**src/rtl/wsg_pkg.sv**
```systemverilog
package wsg_pkg;
  // number of byte-offset bits kept outside the Gray field
  function automatic int offset_bits(input int stride);
    return (stride == 8) ? 3 : 2;
  endfunction
endpackage

```
**src/rtl/wsg_enc.sv**
```systemverilog
module wsg_enc #(
  parameter int AW  = 32,
  parameter int OFF = 2
) (
  input  logic [AW-1:0] bin_i,
  output logic [AW-1:0] gray_o
);
  localparam int UW = AW - OFF;

  logic [UW-1:0] up_b;
  logic [UW-1:0] up_g;

  assign up_b = bin_i[AW-1:OFF];

  for (genvar i = 0; i < UW; i++) begin : g_bit
    if (i == UW - 1) begin : g_top
      assign up_g[i] = up_b[i];
    end else begin : g_mid
      assign up_g[i] = up_b[i] ^ up_b[i+1];
    end
  end

  assign gray_o = {up_g, bin_i[OFF-1:0]};
endmodule

```
**src/rtl/wsg_dec.sv**
```systemverilog
module wsg_dec #(
  parameter int AW  = 32,
  parameter int OFF = 2
) (
  input  logic [AW-1:0] gray_i,
  output logic [AW-1:0] bin_o
);
  localparam int UW = AW - OFF;

  logic [UW-1:0] up_g;
  logic [UW-1:0] up_b;

  assign up_g = gray_i[AW-1:OFF];

  // prefix XOR running from the most significant bit downward
  for (genvar i = UW - 1; i >= 0; i--) begin : g_bit
    if (i == UW - 1) begin : g_top
      assign up_b[i] = up_g[i];
    end else begin : g_mid
      assign up_b[i] = up_b[i+1] ^ up_g[i];
    end
  end

  assign bin_o = {up_b, gray_i[OFF-1:0]};
endmodule

```
**src/rtl/wsg_stage.sv**
```systemverilog
module wsg_stage #(
  parameter int  W   = 32,
  parameter bit  REG = 1'b1
) (
  input  logic         clk,
  input  logic         rst,
  input  logic [W-1:0] d_i,
  output logic [W-1:0] q_o
);
  if (REG) begin : g_reg
    logic [W-1:0] q_r;
    always_ff @(posedge clk) begin
      if (rst) q_r <= '0;
      else     q_r <= d_i;
    end
    assign q_o = q_r;
  end else begin : g_comb
    logic unused_ok;
    assign unused_ok = clk ^ rst;
    assign q_o = d_i;
  end
endmodule

```
**src/rtl/wsg_codec.sv**
```systemverilog
module wsg_codec #(
  parameter int AW      = 32,
  parameter int STRIDE  = 4,
  parameter bit REG_OUT = 1'b1
) (
  input  logic          clk,
  input  logic          rst,
  input  logic [AW-1:0] enc_bin_i,
  output logic [AW-1:0] enc_gray_o,
  input  logic [AW-1:0] dec_gray_i,
  output logic [AW-1:0] dec_bin_o
);
  import wsg_pkg::*;
  localparam int OFF = offset_bits(STRIDE);

  logic [AW-1:0] enc_next;
  logic [AW-1:0] dec_next;

  wsg_enc #(.AW(AW), .OFF(OFF)) enc_i (.bin_i(enc_bin_i), .gray_o(enc_next));
  wsg_dec #(.AW(AW), .OFF(OFF)) dec_i (.gray_i(dec_gray_i), .bin_o(dec_next));

  wsg_stage #(.W(AW), .REG(REG_OUT)) enc_stg_i (
    .clk(clk), .rst(rst), .d_i(enc_next), .q_o(enc_gray_o));
  wsg_stage #(.W(AW), .REG(REG_OUT)) dec_stg_i (
    .clk(clk), .rst(rst), .d_i(dec_next), .q_o(dec_bin_o));
endmodule

```
**config.mk**
```make
export PLATFORM = sky130hd
export DESIGN_NAME = wsg_codec
export DESIGN_NICKNAME = d
export VERILOG_FILES = /design/src/rtl/wsg_pkg.sv /design/src/rtl/wsg_enc.sv /design/src/rtl/wsg_dec.sv /design/src/rtl/wsg_stage.sv /design/src/rtl/wsg_codec.sv
export SDC_FILE = /design/constraint.sdc
export NUM_CORES = 1
export LEC_CHECK = 0
export ABC_AREA = 1
export BUFFER_PORTS_ARGS = -buffer_cell sky130_fd_sc_hd__buf_4
export CAP_MARGIN = 20
export CORE_AREA = 2 2 99 101
export DETAILED_ROUTE_END_ITERATION = 16
export DIE_AREA = 0 0 101 103
export SLEW_MARGIN = 20
export SYNTH_ARGS = -nofsm -noshare
export SYNTH_HDL_FRONTEND = slang
export SYNTH_HIERARCHICAL = 1
export SYNTH_SLANG_ARGS = --single-unit
```
**constraint.sdc**
```tcl
create_clock -name clk -period 6.2 [get_ports clk]
set_input_delay 1.24 -clock clk [delete_from_list [all_inputs] [get_ports clk]]
set_output_delay 1.24 -clock clk [all_outputs]
set_load 0.1 [all_outputs]
```
# == Word-level counts from Yosys, hierarchy flattened ==
# Index checks and enable logic that the tools add are counted.
# Widths: inputs -> output; s select.
# totals
output_inout_bits,64
reg_bits,64
inputBits,66
word_cells,60
# classes
bitwise_logic,58
# ops
cell,count
$xor 1x1->1,58

# == Logic depth before layout (Yosys ltp) ==
# Gate-level depths: netlist of the first run.
# depth
depth_word,29
mapped_depth,49
mapped_depth_nobuf,49

# == Hierarchy ==
# The synthesis of the first run kept the hierarchy.
# modules_own_cells
mod,seq_area_each_um2,instances,area_each_um2,cells_per_inst
wsg_stage,640.6,2,914.6,99
wsg_dec,0.0,1,878.3,165
wsg_enc,0.0,1,461.7,120

# == Worst setup path before layout of the first run ==
# No wires, ideal clock.
# synth_timing
path_kind,in2reg
startpoint,input dec_gray_i[30]
endpoint,register dec_stg_i.g_reg.q_r[2] (netlist: dec_stg_i/q_o[2])
path_slack_ps,1525
arrival_time_ps,4564
n_path_buf,0
setup_time_ps,112
required_ps,6088
stages,38
cell_sequence,inv_1 -> nand2_1 -> nand3_2 -> nand2_2 -> nand2_2 -> nand3_2 -> nand2_2 -> nand2_1 -> nand3_2 -> nand2_2 -> nand2_2 -> nand3_2 -> nand3_1 -> nand3_1 -> nand3_1 -> nand3_1 -> nand3_2 -> nand3_1 -> [... 2 more ...] -> nand3_1 -> nand3_1 -> nand3_1 -> nand2_1 -> nand2_2 -> nand3_2 -> nand3_1 -> nand3_1 -> nand3_1 -> nand3_1 -> nand3_1 -> nand3_2 -> nand2_2 -> nand2_1 -> nand3_1 -> nand2_1 -> inv_1 -> nor2_1
# synth_between
elab_chain_len,29
# synth_rtl
element,line,source
start: declaration,wsg_codec.sv:10,"input logic [AW-1:0] dec_gray_i,"
$xor 1x1->1 (6 in a row),wsg_dec.sv:20,assign up_b[i] = up_b[i+1] ^ up_g[i];
via dec_next[25],wsg_codec.sv:17,logic [AW-1:0] dec_next;
$xor 1x1->1 (21 in a row),wsg_dec.sv:20,
via dec_next[4],wsg_codec.sv:17,
$xor 1x1->1 (2 in a row),wsg_dec.sv:20,
via dec_next[2],wsg_codec.sv:17,
end signal: assignment,wsg_stage.sv:14,else q_r <= d_i;
end: declaration,wsg_stage.sv:11,logic [W-1:0] q_r;
# The timed path passes the listed nets, and every way through them passes these cells.
# A chain may end at the register's enable or synchronous reset.

# == Worst setup path after layout of the first run ==
# layout_timing
startpoint,input dec_gray_i[30]
endpoint,register dec_stg_i.g_reg.q_r[2] (netlist: dec_stg_i/q_o[2])
# layout_between
elab_chain_len,29
# layout_rtl
element,line
$xor 1x1->1 (6 in a row),wsg_dec.sv:20
via dec_next[25],wsg_codec.sv:17
$xor 1x1->1 (12 in a row),wsg_dec.sv:20
via dec_next[13],wsg_codec.sv:17
$xor 1x1->1 (9 in a row),wsg_dec.sv:20
via dec_next[4],wsg_codec.sv:17
$xor 1x1->1 (2 in a row),wsg_dec.sv:20
via dec_next[2],wsg_codec.sv:17
# The timed path passes the listed nets, and every way through them passes these cells.

==> results of run 1 <==
## stage by stage
step	power (W)	instances	util (%)	setup slack [ns]	cell area, um2
3_5_place_dp	0.0009397	714	44.06	0.8870	4168
3_3_place_gp	0.0009347	714	44.06	1.103	4168
4_1_cts	0.001275	730	45.99	1.254	4350
5_1_grt	0.001327	730	45.99	0.6549	4350
6_report	0.001255	730	45.99	1.218	4350
2_1_floorplan	0.0008296	483	-	1.525	3169
## metal layers
layer	up-vias	part of all wire, %	global-route usage, %
met4	0	1.9	5.821
met3	13	7.7	5.627
li1	1646	-	-
met5	-	0	0
met1	1326	43	15.30
met2	81	47	23.33
## final cells by class
class                           count  area, um2  share of cell area [%]
Clock buffer                       11      151.4                   3.480
Clock inverter                      5      31.28                  0.7190
Inverter                          127      476.7                   10.96
Multi-Input combinational cell    280       1299                   29.85
Sequential cell                    64       1281                   29.45
Tap cell                          114      142.6                   3.279
Timing Repair Buffer              129      968.4                   22.26
## flip-flops by register name, indices dropped and copies added (netlist names)
register / flops
enc_stg_i/q_o: 32
dec_stg_i/q_o: 32
## cells by family (layout without fill, tap and decap cells)
| kind of cell | count (synthesis) | after routing |
|---|---|---|
| buffers and inverters | 139 | 272 |
| AND/OR/NAND/NOR | 280 | 280 |
| flip-flops | 64 | 64 |
## final timing paths
| kind | from | to | slack (ns) | cells past startpoint |
|---|---|---|---|---|
| worst max-delay path | dec_gray_i[30] | dec_stg_i/q_o[2] | 1.22 | 39 |
| worst min-delay path | dec_gray_i[0] | dec_stg_i/q_o[0] | 1.11 | 3 |
## placed cells by master (no fill, tap or decap), drive strengths merged
cell,count
nand2,144
clkinv,4
dfxtp,64
buf,129
inv,127
nor2,64
clkinvlp,1
nand3,72
clkbuf,11
## power by group
part	switching [W]	leakage (nW)	internal (W)
Clock	0.000161	0.0951	0.000165
Combinational	0.000358	2.05	0.000118
Sequential	0.00000915	0.532	0.000444
==> results.yml, run 1 <==
logic_synthesis:
  postSynthRegisterBits: 64
  post_synth_num_cell_types: 9
  synth_area_um2: 3169
  synthXorXnorAreaFrac_pct: 0
  synth-async-reset-ratio_pct: 0
  synth.cells.most_frequent: "sky130_fd_sc_hd__inv_1, sky130_fd_sc_hd__nand2_1, sky130_fd_sc_hd__dfxtp_1, sky130_fd_sc_hd__nor2_1, sky130_fd_sc_hd__nand3_1"
  yosys.cell_count.top_type: "sky130_fd_sc_hd__inv_1"
  combinational_family_with_the_most_area_after_synthesis: "simple AND/OR/NAND/NOR gates"
  post_synth_mux_area_share_pct: 0
  post_synth_and_or_nand_nor_area_fraction_pct: 40.98
  synthesis.nets: 549
  avgSynthCellArea_um2: 6.562
  yosys-top-cells-area: "sky130_fd_sc_hd__dfxtp_1, sky130_fd_sc_hd__inv_1, sky130_fd_sc_hd__nand2_1, sky130_fd_sc_hd__nand3_1, sky130_fd_sc_hd__nor2_1"
  synth-adder-area-share_pct: 0
  sequential_to_total_area_share_from_yosys_stat_pct: 40.43
  syn-instance-count: 483
  synth_top_cell_area_share_pct: 40.43
  synth_top_flop_cell: "sky130_fd_sc_hd__dfxtp_1"
  synth_compound_gate_area_share_pct: 0
  number_of_warnings_issued_by_yosys: 6
  synth_enable_flop_cells: 0
  netlist.top_cell.by_area: "sky130_fd_sc_hd__dfxtp_1"
die:
  design.portCount: 130
  die_area_um2: 10400
  core_um2: 9459
  core.rowCount: 36
  floorplan.initialDensity_pct: 33.51
  chipWidth_um: 101
  die_h_um: 103
global_route:
  grt_antenna_before_repair: 0
  globalRouteOverflowTotal: 0
  grt_start_max_net_pins: 65
  gr-usage-all-layers_pct: 13.74
  vias_in_the_first_global_route: 2764
  global_route_wire_length_before_repair_um: 11380
outcome:
  outcome: "complete, no violations"
layout:
  design.final.nets: 677
  area_delta_synth_final_pct: 37.27
  antenna_cells: 0
  post_route_cells_drive_above_1_share_pct: 31.01
  filler_instances: 963
sta:
  finalHoldViolCount: 0
  rsz0062_at_grt: "no"
  fin_crit_sh_pct: 80.35
  finalSetupTns_ns: 0
  finalMaxSlewViolations: 0
  worst_pin_slew_ns: 0.6591
  fin_crit_ns: 4.982
  worst_slew_margin_rel_pct: 56.06
  max_freq_mhz: 200.7
  fin_hold_ws_ns: 1.106
  finalSetupViolations: 0
critical_path:
  cpMaxStageDelayCell: "sky130_fd_sc_hd__nand3_1"
  path_buf_inv: 3
  startpoint_type: "input pin"
  critical_path.max_fanout: 3
  worstSetupPathType: "in -> reg"
  cpMostUsedCell: "sky130_fd_sc_hd__nand3_1"
  critical-path-max-stage-delay_ns: 0.19
  worstPathArrival_ns: 5.18
  worst_setup_ep_type: "register"
  largest_delay_share_family_worst_path: "simple AND/OR/NAND/NOR gates"
  timing.critical_path.required_ns: 6.40
placed_design:
  total_half_perimeter_wirelength_after_legalization_and_detailed_placement_um: 5452
  port_buffers: 129
  gp_congestion: 0.8090
hold_path:
  worstHoldPathType: "in -> reg"
route:
  antenna_violating_nets_post_route: 0
  remaining_drc_errors: 0
  routed-via-count: 3066
  number_of_detailed_routing_iterations_run_before_antenna_repair: 4
  viasPerCell: 4.200
  routed_wirelength_um: 6998
  avgRoutedWirePerCell_um: 9.586
  detail_route.iter0.violations: 100
job:
  timing.max_cap.violations: 0
clocking:
  tritoncts.num_buffers: 9
  cts-root-buf: "sky130_fd_sc_hd__clkbuf_8"
  cts_hold_bufs: 0
  htree_levels: 3
  cts.sink_count: 64
  cts_setup_buffers: 0
  tritoncts: "built"
  cts.path.max_buffers: 2
  post_cts.resized_instances: 0
  clock_transition_time_at_the_flip_flop_clock_pins_of_the_worst_setup_and_hold_paths_ns: 0.07
power_and_ir_drop:
  ir_drop_v: 0.00009669
  p_leak_nw: 2.675
  power_density_nw_per_um2: 288.4
(Power assumes the default switching activity.)
==> run 2: changes to the inputs <==
==> constraint.sdc (replaced) <==
create_clock -name clk -period 5.2 [get_ports clk]
set_input_delay 1.04 -clock clk [delete_from_list [all_inputs] [get_ports clk]]
set_output_delay 1.04 -clock clk [all_outputs]
set_load 0.1 [all_outputs]
==> run 2 against run 1 <==
Effect of this change: combinational power is 23% higher; die area stayed put; sequential power is 19% higher; worst setup slack worse by 0.79 ns; clock power is 43% higher; sequential cell count stayed put.
==> results.yml, run 2 (synthesis results as in run 1) <==
critical_path:
  timing.critical_path.required_ns: 5.40
  critical-path-max-stage-delay_ns: 0.13
  worst_setup_ep_type: "register"
  worstPathArrival_ns: 4.97
  worstSetupPathType: "in -> reg"
  cpMaxStageDelayCell: "sky130_fd_sc_hd__nand3_1"
  critical_path.max_fanout: 3
  cpMostUsedCell: "sky130_fd_sc_hd__nand2_2"
  startpoint_type: "input pin"
die:
  design.portCount: 130
  core_um2: 9459
  die_h_um: 103
  core.rowCount: 36
  chipWidth_um: 101
  floorplan.initialDensity_pct: 33.51
  die_area_um2: 10400
clocking:
  cts.sink_count: 64
  clock_transition_time_at_the_flip_flop_clock_pins_of_the_worst_setup_and_hold_paths_ns: 0.07
  htree_levels: 3
  tritoncts: "built"
  tritoncts.num_buffers: 9
  cts-root-buf: "sky130_fd_sc_hd__clkbuf_8"
  cts.path.max_buffers: 2
global_route:
  gr-usage-all-layers_pct: 13.76
  global_route_wire_length_before_repair_um: 11210
  grt_antenna_before_repair: 0
  vias_in_the_first_global_route: 2735
  globalRouteOverflowTotal: 0
  grt_start_max_net_pins: 65
placed_design:
  port_buffers: 129
  gp_congestion: 0.8089
  total_half_perimeter_wirelength_after_legalization_and_detailed_placement_um: 5456
  placement.setup.worst_slack_ns: 0.09262
  dpl.cell_count: 714
power_and_ir_drop:
  ir_drop_v: 0.0001341
  p_leak_nw: 2.734
  power_density_nw_per_um2: 353.2
sta:
  fin_hold_ws_ns: 0.8995
  worst_slew_margin_rel_pct: 57.01
  worst_pin_slew_ns: 0.6449
  finalSetupTns_ns: 0
  finalHoldViolCount: 0
  finalMaxSlewViolations: 0
  fin_crit_sh_pct: 91.67
  max_freq_mhz: 209.8
  finalSetupViolations: 0
  finalWorstSetupSlack_ns: 0.4332
  fin_crit_ns: 4.767
layout:
  design.final.nets: 678
  layout.cells.most_common: "sky130_fd_sc_hd__buf_4"
  post_route_cells_drive_above_1_share_pct: 33.55
  layout_common_cells: "sky130_fd_sc_hd__buf_4, sky130_fd_sc_hd__inv_1, sky130_fd_sc_hd__nand2_1"
  finish.cell_count_without_fillers: 731
  utilization_pct: 47.54
  filler_instances: 989
  area_delta_synth_final_pct: 41.89
  antenna_cells: 0
route:
  antenna_violating_nets_post_route: 0
  detail_route.iter0.violations: 71
  remaining_drc_errors: 0
  avgRoutedWirePerCell_um: 9.740
  routed-via-count: 3055
  routed_wirelength_um: 7120
  viasPerCell: 4.179
  number_of_detailed_routing_iterations_run_before_antenna_repair: 4
job:
  timing.max_cap.violations: 0
outcome:
  outcome: "complete, no violations"
hold_path:
  worstHoldPathType: "in -> reg"
[run 2: changes by cell type in the layout (fill, tap and decap cells not counted)]
cell and delta:
sky130_fd_sc_hd__buf_4 +1, sky130_fd_sc_hd__bufinv_16 +2, sky130_fd_sc_hd__clkbuf_1 +3, sky130_fd_sc_hd__clkbuf_8 -1
sky130_fd_sc_hd__clkinv_2 -2, sky130_fd_sc_hd__clkinv_4 -1, sky130_fd_sc_hd__clkinvlp_4 -1, sky130_fd_sc_hd__nand2_1 -1
sky130_fd_sc_hd__nand2_4 +1, sky130_fd_sc_hd__nand3_1 -17, sky130_fd_sc_hd__nand3_2 +15, sky130_fd_sc_hd__nand3_4 +2
[run 2: per-stage QoR]
step	cell area, um2	total power (W)
after global placement	4168	0.001115
after floorplan	3169	0.0009891
after detailed placement	4168	0.001120
final	4497	0.001588
after CTS	4382	0.001597
after global routing	4497	0.001673
[run 2: area by class of cell]
type,count,area (um2),share of cell area [%]
Tap cell,114,142.6,3.172
Timing Repair Buffer,130,975.9,21.70
Clock inverter,3,65.06,1.447
Multi-Input combinational cell,280,1406,31.27
Inverter,127,476.7,10.60
Sequential cell,64,1281,28.49
Clock buffer,13,148.9,3.311
[run 2: metal layers]
metal	part of all wire (%)	vias up	GRT usage [%]	routed length [um]
met3	7.2	14	4.542	510
met5	0	-	0	0
met4	2.6	0	9.459	187
met1	43	1317	15.31	3061
met2	47	78	22.41	3360
li1	-	1646	-	-
[run 2: path summary, 6_finish.rpt]
check,slack [ns],start,to,cells past startpoint
worst min-delay path,0.90,dec_gray_i[0],dec_stg_i/q_o[0],3
worst max-delay path,0.43,dec_gray_i[30],dec_stg_i/q_o[2],49
[run 2: power breakdown]
group	internal [W]	switching, W
Combinational	0.000146	0.000435
Clock	0.000283	0.000184
Sequential	0.000529	0.0000108
[run 2: what timing repair did]
action,4_1_cts,5_1_grt
gates resized for setup,0,21
endpoints found under the setup margin,0,2
hold buffers,0,0
setup buffers,0,1
[run 2: critical path: cells and delay by family]
family	cells	cell delay [ns]
buffers and inverters	3	0.22
and+or+nand+nor	46	3.70
==> run 3: changes to the inputs <==
--- a/config.mk
+++ b/config.mk
@@ -8,9 +8,10 @@
 export ABC_AREA = 1
 export BUFFER_PORTS_ARGS = -buffer_cell sky130_fd_sc_hd__buf_4
 export CAP_MARGIN = 20
-export CORE_AREA = 2 2 99 101
+export CORE_AREA = 2 2 93 95
 export DETAILED_ROUTE_END_ITERATION = 16
-export DIE_AREA = 0 0 101 103
+export DIE_AREA = 0 0 95 97
+export PLACE_DENSITY = 0.66
 export SLEW_MARGIN = 20
 export SYNTH_ARGS = -nofsm -noshare
 export SYNTH_HDL_FRONTEND = slang
==> run 3 against run 2 <==
Effect of this change: routed wire length increased by 4.3%; sequential cell count unchanged; core utilization increased by 8.6 points; via count increased by 1.6%; critical path depth unchanged; non-clock buffer count increased by 2; first-iteration DRC count increased by 11%; die area decreased by 11%; total power decreased by 4.5%; sequential power about the same.
==> results.yml, run 3 (synthesis results as in run 1) <==
global_route:
  grt_start_max_net_pins: 65
  grt_antenna_before_repair: 0
  globalRouteOverflowTotal: 0
  vias_in_the_first_global_route: 2813
  gr-usage-all-layers_pct: 15.65
  global_route_wire_length_before_repair_um: 11490
clocking:
  cts_hold_bufs: 0
  cts-root-buf: "sky130_fd_sc_hd__clkbuf_8"
  cts.sink_count: 64
  tritoncts.num_buffers: 9
  clock_transition_time_at_the_flip_flop_clock_pins_of_the_worst_setup_and_hold_paths_ns: 0.07
  htree_levels: 3
  tritoncts: "built"
  cts.path.max_buffers: 2
critical_path:
  startpoint_type: "input pin"
  critical-path-max-stage-delay_ns: 0.12
  cpMaxStageDelayCell: "sky130_fd_sc_hd__buf_4"
  worstPathArrival_ns: 5.05
  timing.critical_path.required_ns: 5.41
  cpMostUsedCell: "sky130_fd_sc_hd__nand2_2"
  critical_path.max_fanout: 4
  worst_setup_ep_type: "register"
  worstSetupPathType: "in -> reg"
sta:
  fin_hold_ws_ns: 0.9010
  fin_crit_ns: 4.841
  finalHoldViolCount: 0
  finalSetupViolations: 0
  max_freq_mhz: 206.6
  finalSetupTns_ns: 0
  worst_pin_slew_ns: 0.6533
  finalWorstSetupSlack_ns: 0.3594
  finalMaxSlewViolations: 0
  fin_crit_sh_pct: 93.09
  worst_slew_margin_rel_pct: 56.45
placed_design:
  detailed_place.area_um2: 4156
  placement.setup.worst_slack_ns: 0.07257
  gp_congestion: 0.7940
  total_half_perimeter_wirelength_after_legalization_and_detailed_placement_um: 5534
  port_buffers: 129
hold_path:
  worst_hold_startpoint: "enc_bin_i[0]"
  whs_path_depth: 3
  worstHoldPathType: "in -> reg"
  hold-path-endpoint: "enc_stg_i/q_o[0]"
route:
  routed_wirelength_um: 7427
  antenna_violating_nets_post_route: 0
  avgRoutedWirePerCell_um: 10.26
  number_of_detailed_routing_iterations_run_before_antenna_repair: 7
  routed-via-count: 3105
  viasPerCell: 4.289
  remaining_drc_errors: 0
  detail_route.iter0.violations: 79
job:
  timing.max_cap.violations: 0
die:
  die_area_um2: 9215
  core.rowCount: 33
  die_h_um: 97
  chipWidth_um: 95
  floorplan.initialDensity_pct: 38.96
  core_um2: 8134
  design.portCount: 130
layout:
  antenna_cells: 0
  sequential_cell_area_um2: 1281
  filler_instances: 773
  layout.cells.most_common: "sky130_fd_sc_hd__buf_4"
  finalInstanceArea_um2: 4564
  area_delta_synth_final_pct: 44.02
  layout_common_cells: "sky130_fd_sc_hd__buf_4, sky130_fd_sc_hd__inv_1, sky130_fd_sc_hd__nand2_1"
  post_route_cells_drive_above_1_share_pct: 35.06
  multi_input_comb_area_um2: 1511
  design.final.nets: 680
outcome:
  outcome: "complete, no violations"
power_and_ir_drop:
  p_leak_nw: 2.759
  power_density_nw_per_um2: 332.4
  ir_drop_v: 0.0001472
run 3: timing repair:
| action | in CTS | in global routing |
|---|---|---|
| setup buffers | 0 | 3 |
| endpoints found under the setup margin | 0 | 3 |
| gates resized for setup | 0 | 39 |
run 3: where the power goes:
part | switching [W] | internal, W | leakage [nW]
Sequential | 0.0000114 | 0.000529 | 0.532
Clock | 0.000191 | 0.000182 | 0.0878
Combinational | 0.000448 | 0.000155 | 2.14
Total | 0.000651 | 0.000866 | 2.76
run 3: worst max path at each step:
| stage | startpoint | endpoint | slack (ns) |
|---|---|---|---|
| 2_1_floorplan | dec_gray_i[30] | dec_stg_i/q_o[2] | 0.72 |
| 3_3_place_gp | dec_gray_i[30] | dec_stg_i/q_o[2] | 0.34 |
| 3_5_place_dp | dec_gray_i[31] | dec_stg_i/q_o[2] | 0.07 |
| 4_1_cts | dec_gray_i[31] | dec_stg_i/q_o[2] | 0.44 |
| 5_1_grt | dec_gray_i[30] | dec_stg_i/q_o[2] | -0.08 |
| 6_report | dec_gray_i[31] | dec_stg_i/q_o[2] | 0.36 |
run 3: metal layers:
layer / up-vias / global-route usage, % / wire length, um
met5: - / 0 / 0
met4: 0 / 7.358 / 126
met3: 10 / 3.972 / 512
met2: 89 / 27.61 / 3734
met1: 1356 / 17.17 / 3054
li1: 1650 / - / -
run 3: worst max-delay path: cells and delay by family:
kind | cells | cell delay (ns)
and+or+nand+nor | 46 | 3.74
buffers and inverters | 3 | 0.25
run 3: through the flow:
stage	instances	power, W	util [%]
finish	724	0.001517	56.11
global route	724	0.001599	56.11
CTS	721	0.001503	53.22
detailed placement	705	0.001121	51.10
global placement	705	0.001114	51.10
floorplan	483	0.0009891	-
run 3: layout make-up:
| class | instances | share of cell area [%] |
|---|---|---|
| multi-input cells | 280 | 33.11 |
| flip-flops and latches | 64 | 28.07 |
| well taps | 105 | 2.878 |
| clock buffers | 10 | 3.015 |
| repair buffers | 132 | 21.71 |
| inverters | 127 | 10.44 |
| clock inverters | 6 | 0.7675 |
